[src/rtl/npic_pkg.sv]
// Shared constants for the nested priority interrupt controller.
// Assumes a 6-bit word address; configuration words occupy 0x00-0x1F.
package npic_pkg;
    localparam int ADDR_W = 6;
    localparam int DATA_W = 32;

    localparam logic [ADDR_W-1:0] A_EN_SET = 6'h20;
    localparam logic [ADDR_W-1:0] A_EN_CLR = 6'h21;
    localparam logic [ADDR_W-1:0] A_ACK    = 6'h22;
    localparam logic [ADDR_W-1:0] A_EOI    = 6'h23;
    localparam logic [ADDR_W-1:0] A_STAT   = 6'h24;
    localparam logic [ADDR_W-1:0] A_PEND   = 6'h25;

    // Bit position of the trigger mode inside a configuration word
    localparam int CFG_TRIG_BIT = 4;

    typedef enum logic {
        TRIG_LEVEL = 1'b0,
        TRIG_EDGE  = 1'b1
    } trig_e;
endpackage

[src/rtl/npic_regs.sv]
// Register file: per-input priority and trigger mode, enable mask, and
// decode of the side-effect strobes (acknowledge, end-of-service, error clear).
// Assumes N_SRC <= 32 and PRIO_W <= 4 so that one config word fits the map.
module npic_regs
    import npic_pkg::*;
#(
    parameter int N_SRC  = 32,
    parameter int PRIO_W = 3
) (
    input  logic                    clk,
    input  logic                    rst_n,
    input  logic [ADDR_W-1:0]       bus_addr,
    input  logic                    bus_wr,
    input  logic                    bus_rd,
    input  logic [DATA_W-1:0]       bus_wdata,
    output logic [N_SRC*PRIO_W-1:0] prio_flat,
    output logic [N_SRC-1:0]        trig_mode,
    output logic [N_SRC-1:0]        enable,
    output logic                    ack_stb,
    output logic                    eoi_stb,
    output logic                    err_clr_stb
);
    logic cfg_wr;

    // Decode of accesses that act on the clock edge
    always_comb begin
        cfg_wr      = bus_wr && !bus_addr[ADDR_W-1];
        ack_stb     = bus_rd && !bus_wr && (bus_addr == A_ACK);
        eoi_stb     = bus_wr && (bus_addr == A_EOI);
        err_clr_stb = bus_wr && (bus_addr == A_STAT) && bus_wdata[0];
    end

    for (genvar gi = 0; gi < N_SRC; gi++) begin : g_cfg
        logic [PRIO_W-1:0] prio_q;
        trig_e             trig_q;

        // Per-input configuration word storage
        always_ff @(posedge clk) begin
            if (!rst_n) begin
                prio_q <= '0;
                trig_q <= TRIG_LEVEL;
            end else if (cfg_wr && (bus_addr[4:0] == 5'(gi))) begin
                prio_q <= bus_wdata[PRIO_W-1:0];
                trig_q <= trig_e'(bus_wdata[CFG_TRIG_BIT]);
            end
        end

        assign prio_flat[gi*PRIO_W +: PRIO_W] = prio_q;
        assign trig_mode[gi]                  = (trig_q == TRIG_EDGE);
    end

    // Enable mask with write-1-to-set and write-1-to-clear ports
    always_ff @(posedge clk) begin
        if (!rst_n) begin
            enable <= '0;
        end else if (bus_wr && (bus_addr == A_EN_SET)) begin
            enable <= enable | bus_wdata[N_SRC-1:0];
        end else if (bus_wr && (bus_addr == A_EN_CLR)) begin
            enable <= enable & ~bus_wdata[N_SRC-1:0];
        end
    end
endmodule

[src/rtl/npic_pending.sv]
// Pending state per input: edge-mode inputs latch a rising edge until
// acknowledged; level-mode inputs follow the input directly.
// Assumes src_in is already synchronous to clk.
module npic_pending #(
    parameter int N_SRC = 32
) (
    input  logic             clk,
    input  logic             rst_n,
    input  logic [N_SRC-1:0] src_in,
    input  logic [N_SRC-1:0] trig_mode,
    input  logic [N_SRC-1:0] ack_clr,
    output logic [N_SRC-1:0] pending
);
    logic [N_SRC-1:0] prev_q;
    logic [N_SRC-1:0] edge_q;
    logic [N_SRC-1:0] rise;

    // Rising-edge detection against the previous sample
    always_comb rise = src_in & ~prev_q;

    // Edge latch: a new edge wins over a same-cycle acknowledge clear
    always_ff @(posedge clk) begin
        if (!rst_n) begin
            prev_q <= '0;
            edge_q <= '0;
        end else begin
            prev_q <= src_in;
            edge_q <= ((edge_q & ~ack_clr) | rise) & trig_mode;
        end
    end

    // Mode select between latched edge and live level
    always_comb pending = (trig_mode & edge_q) | (~trig_mode & src_in);
endmodule

[src/rtl/npic_arbiter.sv]
// Picks the pending enabled input with the highest priority; a tie goes to
// the lowest index. Purely combinational.
module npic_arbiter #(
    parameter int N_SRC  = 32,
    parameter int PRIO_W = 3,
    localparam int IDX_W = $clog2(N_SRC)
) (
    input  logic [N_SRC-1:0]        pending,
    input  logic [N_SRC-1:0]        enable,
    input  logic [N_SRC*PRIO_W-1:0] prio_flat,
    output logic                    win_valid,
    output logic [IDX_W-1:0]        win_idx,
    output logic [PRIO_W-1:0]       win_prio
);
    // Linear scan; strict compare keeps the earliest index on ties
    always_comb begin
        win_valid = 1'b0;
        win_idx   = '0;
        win_prio  = '0;
        for (int i = 0; i < N_SRC; i++) begin
            if (pending[i] && enable[i]) begin
                if (!win_valid || (prio_flat[i*PRIO_W +: PRIO_W] > win_prio)) begin
                    win_valid = 1'b1;
                    win_idx   = IDX_W'(i);
                    win_prio  = prio_flat[i*PRIO_W +: PRIO_W];
                end
            end
        end
    end
endmodule

[src/rtl/npic_stack.sv]
// Stack of serviced priority levels. A push when full or a pop when empty
// changes nothing and sets a sticky error flag. Assumes push and pop are
// never requested in the same cycle.
module npic_stack #(
    parameter int PRIO_W = 3,
    localparam int DEPTH = 1 << PRIO_W,
    localparam int PTR_W = $clog2(DEPTH),
    localparam int CNT_W = $clog2(DEPTH + 1)
) (
    input  logic              clk,
    input  logic              rst_n,
    input  logic              push,
    input  logic              pop,
    input  logic [PRIO_W-1:0] push_lvl,
    input  logic              err_clr,
    output logic [CNT_W-1:0]  depth,
    output logic [PRIO_W-1:0] cur_lvl,
    output logic              empty,
    output logic              full,
    output logic              err
);
    logic [PRIO_W-1:0] mem [DEPTH];
    logic [PTR_W-1:0]  top_ptr;
    logic [PTR_W-1:0]  wr_ptr;

    // Occupancy flags and pointers
    always_comb begin
        empty   = (depth == '0);
        full    = (depth == CNT_W'(DEPTH));
        top_ptr = PTR_W'(depth - 1'b1);
        wr_ptr  = PTR_W'(depth);
        cur_lvl = empty ? '0 : mem[top_ptr];
    end

    // Push, pop and error tracking
    always_ff @(posedge clk) begin
        if (!rst_n) begin
            depth <= '0;
            err   <= 1'b0;
            for (int i = 0; i < DEPTH; i++) mem[i] <= '0;
        end else begin
            if (err_clr) err <= 1'b0;
            if (push) begin
                if (full) begin
                    err <= 1'b1;
                end else begin
                    mem[wr_ptr] <= push_lvl;
                    depth       <= depth + 1'b1;
                end
            end else if (pop) begin
                if (empty) err   <= 1'b1;
                else       depth <= depth - 1'b1;
            end
        end
    end
endmodule

[src/rtl/npic_top.sv]
// Nested priority interrupt controller top: ties the register file, pending
// logic, arbiter and level stack together, registers the request line and
// drives the read-data mux. Assumes N_SRC <= 32 and PRIO_W <= 4.
module npic_top
    import npic_pkg::*;
#(
    parameter int N_SRC  = 32,
    parameter int PRIO_W = 3
) (
    input  logic              clk,
    input  logic              rst_n,
    input  logic [N_SRC-1:0]  src_in,
    input  logic [ADDR_W-1:0] bus_addr,
    input  logic              bus_wr,
    input  logic              bus_rd,
    input  logic [DATA_W-1:0] bus_wdata,
    output logic [DATA_W-1:0] bus_rdata,
    output logic              irq_n
);
    localparam int IDX_W = $clog2(N_SRC);
    localparam int DEPTH = 1 << PRIO_W;
    localparam int CNT_W = $clog2(DEPTH + 1);

    logic [N_SRC*PRIO_W-1:0] prio_flat;
    logic [N_SRC-1:0]        trig_mode;
    logic [N_SRC-1:0]        enable;
    logic [N_SRC-1:0]        pending;
    logic [N_SRC-1:0]        ack_clr;
    logic                    ack_stb;
    logic                    eoi_stb;
    logic                    err_clr_stb;
    logic                    win_valid;
    logic [IDX_W-1:0]        win_idx;
    logic [PRIO_W-1:0]       win_prio;
    logic [CNT_W-1:0]        depth;
    logic [PRIO_W-1:0]       cur_lvl;
    logic                    empty;
    logic                    full;
    logic                    err;
    logic                    push_req;
    logic                    req;

    npic_regs #(.N_SRC(N_SRC), .PRIO_W(PRIO_W)) u_regs (
        .clk(clk), .rst_n(rst_n),
        .bus_addr(bus_addr), .bus_wr(bus_wr), .bus_rd(bus_rd), .bus_wdata(bus_wdata),
        .prio_flat(prio_flat), .trig_mode(trig_mode), .enable(enable),
        .ack_stb(ack_stb), .eoi_stb(eoi_stb), .err_clr_stb(err_clr_stb)
    );

    npic_pending #(.N_SRC(N_SRC)) u_pend (
        .clk(clk), .rst_n(rst_n), .src_in(src_in), .trig_mode(trig_mode),
        .ack_clr(ack_clr), .pending(pending)
    );

    npic_arbiter #(.N_SRC(N_SRC), .PRIO_W(PRIO_W)) u_arb (
        .pending(pending), .enable(enable), .prio_flat(prio_flat),
        .win_valid(win_valid), .win_idx(win_idx), .win_prio(win_prio)
    );

    npic_stack #(.PRIO_W(PRIO_W)) u_stack (
        .clk(clk), .rst_n(rst_n), .push(push_req), .pop(eoi_stb),
        .push_lvl(win_prio), .err_clr(err_clr_stb),
        .depth(depth), .cur_lvl(cur_lvl), .empty(empty), .full(full), .err(err)
    );

    // Acknowledge push request and edge-pending clear (skipped when full)
    always_comb begin
        push_req = ack_stb && win_valid;
        ack_clr  = '0;
        if (push_req && !full) ack_clr[win_idx] = 1'b1;
    end

    // Request condition: winner outranks the serviced level, or nothing is serviced
    always_comb req = win_valid && (empty || (win_prio > cur_lvl));

    // Registered active-low request line
    always_ff @(posedge clk) begin
        if (!rst_n) irq_n <= 1'b1;
        else        irq_n <= !req;
    end

    // Read-data mux
    always_comb begin
        int ci;
        ci        = int'(bus_addr[4:0]);
        bus_rdata = '0;
        if (!bus_addr[ADDR_W-1]) begin
            if (ci < N_SRC) begin
                bus_rdata[PRIO_W-1:0]   = prio_flat[ci*PRIO_W +: PRIO_W];
                bus_rdata[CFG_TRIG_BIT] = trig_mode[ci];
            end
        end else begin
            case (bus_addr)
                A_EN_SET, A_EN_CLR: bus_rdata[N_SRC-1:0] = enable;
                A_ACK: begin
                    bus_rdata[DATA_W-1]  = win_valid;
                    bus_rdata[IDX_W-1:0] = win_idx;
                end
                A_STAT: begin
                    bus_rdata[0]           = err;
                    bus_rdata[4 +: PRIO_W] = cur_lvl;
                    bus_rdata[8 +: CNT_W]  = depth;
                end
                A_PEND:  bus_rdata[N_SRC-1:0] = pending;
                default: bus_rdata = '0;
            endcase
        end
    end
endmodule

[config.mk]
export PLATFORM = sky130hd
export DESIGN_NAME = npic_top
export DESIGN_NICKNAME = d
export VERILOG_FILES = /design/src/rtl/npic_pkg.sv /design/src/rtl/npic_regs.sv /design/src/rtl/npic_pending.sv /design/src/rtl/npic_arbiter.sv /design/src/rtl/npic_stack.sv /design/src/rtl/npic_top.sv
export SDC_FILE = /design/constraint.sdc
export NUM_CORES = 1
export LEC_CHECK = 0
export BUFFER_PORTS_ARGS = -buffer_cell sky130_fd_sc_hd__buf_4
export CAP_MARGIN = 40
export CORE_MARGIN = 4
export CORE_UTILIZATION = 55
export DETAILED_ROUTE_END_ITERATION = 8
export GPL_TIMING_DRIVEN = 1
export PLACE_DENSITY = 0.8
export SLEW_MARGIN = 0
export SYNTH_ARGS = -nofsm -noshare
export SYNTH_HDL_FRONTEND = slang
export SYNTH_SLANG_ARGS = --single-unit
[constraint.sdc]
create_clock -name clk -period 100.8 [get_ports clk]
set_input_delay 20.16 -clock clk [delete_from_list [all_inputs] [get_ports clk]]
set_output_delay 20.16 -clock clk [all_outputs]
set_load 0.05 [all_outputs]
==> out/qor.yml <==
cts:
  post-cts-setup-buffers: 0
  cts-resized-gates: 0
  cts_sinks: 254
  cts_tree: "yes"
  clockBufferDepth: 3
  htree_levels: 1
  clockRootBuffer: "clkbuf_16"
  cts_made_buffers: 28
  clk_pin_slew_ns: 0.06
  holdBufCountCts: 0
  clk_latency_ns: 0.57
synth:
  syn_area_um2: 17880
  synth_cell_type_count: 96
  yosys_warnings: 0
  netlist_instances: 2170
  synth_edf_count: 24
  synthArstFlopShare: 0
  syn_avg_cell_area_um2: 8.241
  synth_seq_area_share: 0.2978
  postSynthNetCount: 2319
  synth_seq_cells: 254
  synth_top_area_cell: "dfxtp_1"
  netlist.area_leader.share: 0.2575
  ys.flop_type: "dfxtp_1"
  synth_area_leaders: "dfxtp_1 (26%), nand2_1 (5.8%), mux4_2 (5.8%)"
timing:
  max_freq_mhz: 11.20
  tns_ns: 0
  min_period_over_period: 0.8858
  slew-limit-headroom: 0.2713
  hold_ws_ns: 0.4765
  rsz0062_at_grt: "false"
  setup_viol: 0
  fin_crit_ns: 89.29
  finalMaxSlewViolations: 0
  timing.clock.skew_ns: 0.02114
  worst_pin_slew_ns: 1.093
  hold_viol: 0
drt:
  routedWlPerCell_um: 21.17
  drtAntennaViolNets: 0
  vias: 17190
  remaining_drc_errors: 0
  drt_iter0_markers: 1998
  viasPerCell: 6.444
  routed_wl_um: 56480
  firstDrtPassIters: 6
global_route:
  grt_pass1_wl_um: 88730
  grt_util_met3: 0.05873
  antenna_found_initial: 5
  grt_overflow_total: 0
  gr-usage-met1: 0.4002
  grtUsageTotal: 0.3058
  grtUsageMet2: 0.4982
  grt_max_degree: 128
  grt_pass1_vias: 16360
  grt_busiest_layer: "met2"
worst_setup_path:
  end_kind: "output pin"
  crit_type: "input port to output pin"
  required_ns: 80.64
  cp_common_cell: "ha_1"
  cp-start-kind: "input port"
  arrival_ns: 69.13
  critPathSlowestCell: "o41ai_1"
  critical_path.max_fanout: 17
  crit_path_max_incr_delay_ns: 0.76
power:
  vdd_drop_max_mv: 0.01122
  cellLeakagePower_nw: 7.386
  p_per_area_nw_per_um2: 11.36
floorplanning:
  io_pins: 107
  dieArea_um2: 35460
  floorplan.initialDensity: 0.5624
  core_um2: 31800
  rows: 65
  die_y_um: 188.3
  die_w_um: 188.3
min_path:
  hp-class: "register to register"
finish:
  final_nets: 2357
  final.fill_count: 2700
  area_delta_synth_final_pct: 11.50
  final_common_cell: "nand2_1"
  layout_common_cells: "nand2_1 (277), dfxtp_1 (230), nand3_1 (131)"
  drive_gt1_frac: 0.1350
placed_design:
  port_buffers: 106
  place.gp.congestion: 0.9484
  dp_hpwl_um: 41380
flow_run:
  drv_cap: 0
run_status:
  status: "completed"
## worst paths after layout
check                                            from                      endpoint  slack, ns  depth (start not counted)
setup / recovery                            src_in[0]                  bus_rdata[4]      11.51                        212
hold reg to reg          u_pend.edge_q[28]$_SDFF_PN0_  u_pend.edge_q[28]$_SDFF_PN0_       0.48                          2
setup reg to reg  u_regs.g_cfg[0].trig_q$_SDFFE_PN0P_  u_pend.edge_q[13]$_SDFF_PN0_      50.92                        211
hold / removal           u_pend.edge_q[28]$_SDFF_PN0_  u_pend.edge_q[28]$_SDFF_PN0_       0.48                          2
## where the power goes
group	total [mW]	internal [mW]	switching, mW	leakage, nW
Clock	0.108	0.0625	0.0451	0.478
Combinational	0.0154	0.00615	0.00925	4.80
Sequential	0.104	0.103	0.000603	2.11
Total	0.227	0.172	0.0549	7.39
## cell families (layout without fill, tap and decap cells)
family          after synthesis  count (layout)  share of synthesized area
compound gates              553             553                     0.2171
xor+xnor                      5               5                   0.002449
fa+ha+maj                    77              77                    0.05359
buf+inv                     199             259                    0.04303
flops                       254             254                     0.2978
mux                         177             177                     0.1339
other cells                   0               3                          0
simple gates                905             905                     0.2522
## critical path: cells and delay by family
kind            cells  cell delay (ns)
simple gates       55             9.31
buf+inv             7             0.76
fa+ha+maj          33            10.13
compound gates    103            24.02
mux                14             4.68
## cells in the mapped netlist (20+ instances only)
library cell / count
nand2_1: 277
dfxtp_1: 230
nand3_1: 131
nor2_1: 130
nor2b_1: 112
o21ai_0: 112
a21boi_0: 101
mux2i_1: 99
clkbuf_1: 92
inv_1: 86
ha_1: 75
a21oi_1: 69
nand2b_1: 69
and2_1: 59
mux4_2: 46
a31oi_1: 44
nor3_1: 34
mux2_2: 30
edfxtp_1: 24
o21a_1: 22
a21o_1: 20
## routing by layer
layer  vias to the layer above  wire length [um]
met1                      8171             22550
met2                       890             25720
met5                         -                25
met3                       171              5516
met4                         4              2663
li1                       7957                 -
## metrics by stage
step | utilization | area [um^2] | std cells | setup WS, ns | total power [mW]
after floorplan | - | 17880 | 2170 | 17.39 | 0.1148
after global placement | 0.5931 | 18860 | 2605 | 14.34 | 0.1204
after detailed placement | 0.5965 | 18970 | 2612 | 12.51 | 0.1209
after CTS | 0.6266 | 19930 | 2664 | 12.32 | 0.2270
after global routing | 0.6270 | 19940 | 2668 | 7.916 | 0.2327
final | 0.6270 | 19940 | 2668 | 11.51 | 0.2266
## area by class of cell
| cell class | instances | area, um^2 | share of cell area |
|---|---|---|---|
| antenna | 3 | 7.507 | 0.0003765 |
| inverter | 86 | 322.8 | 0.01619 |
| multi-input combinational | 1717 | 11820 | 0.5926 |
| timing repair buffer | 121 | 964.7 | 0.04838 |
| tap | 435 | 544.3 | 0.02730 |
| clock buffer | 40 | 827.0 | 0.04148 |
| clock inverter | 12 | 132.6 | 0.006652 |
| sequential | 254 | 5325 | 0.2671 |
(Power assumes the default switching activity.)
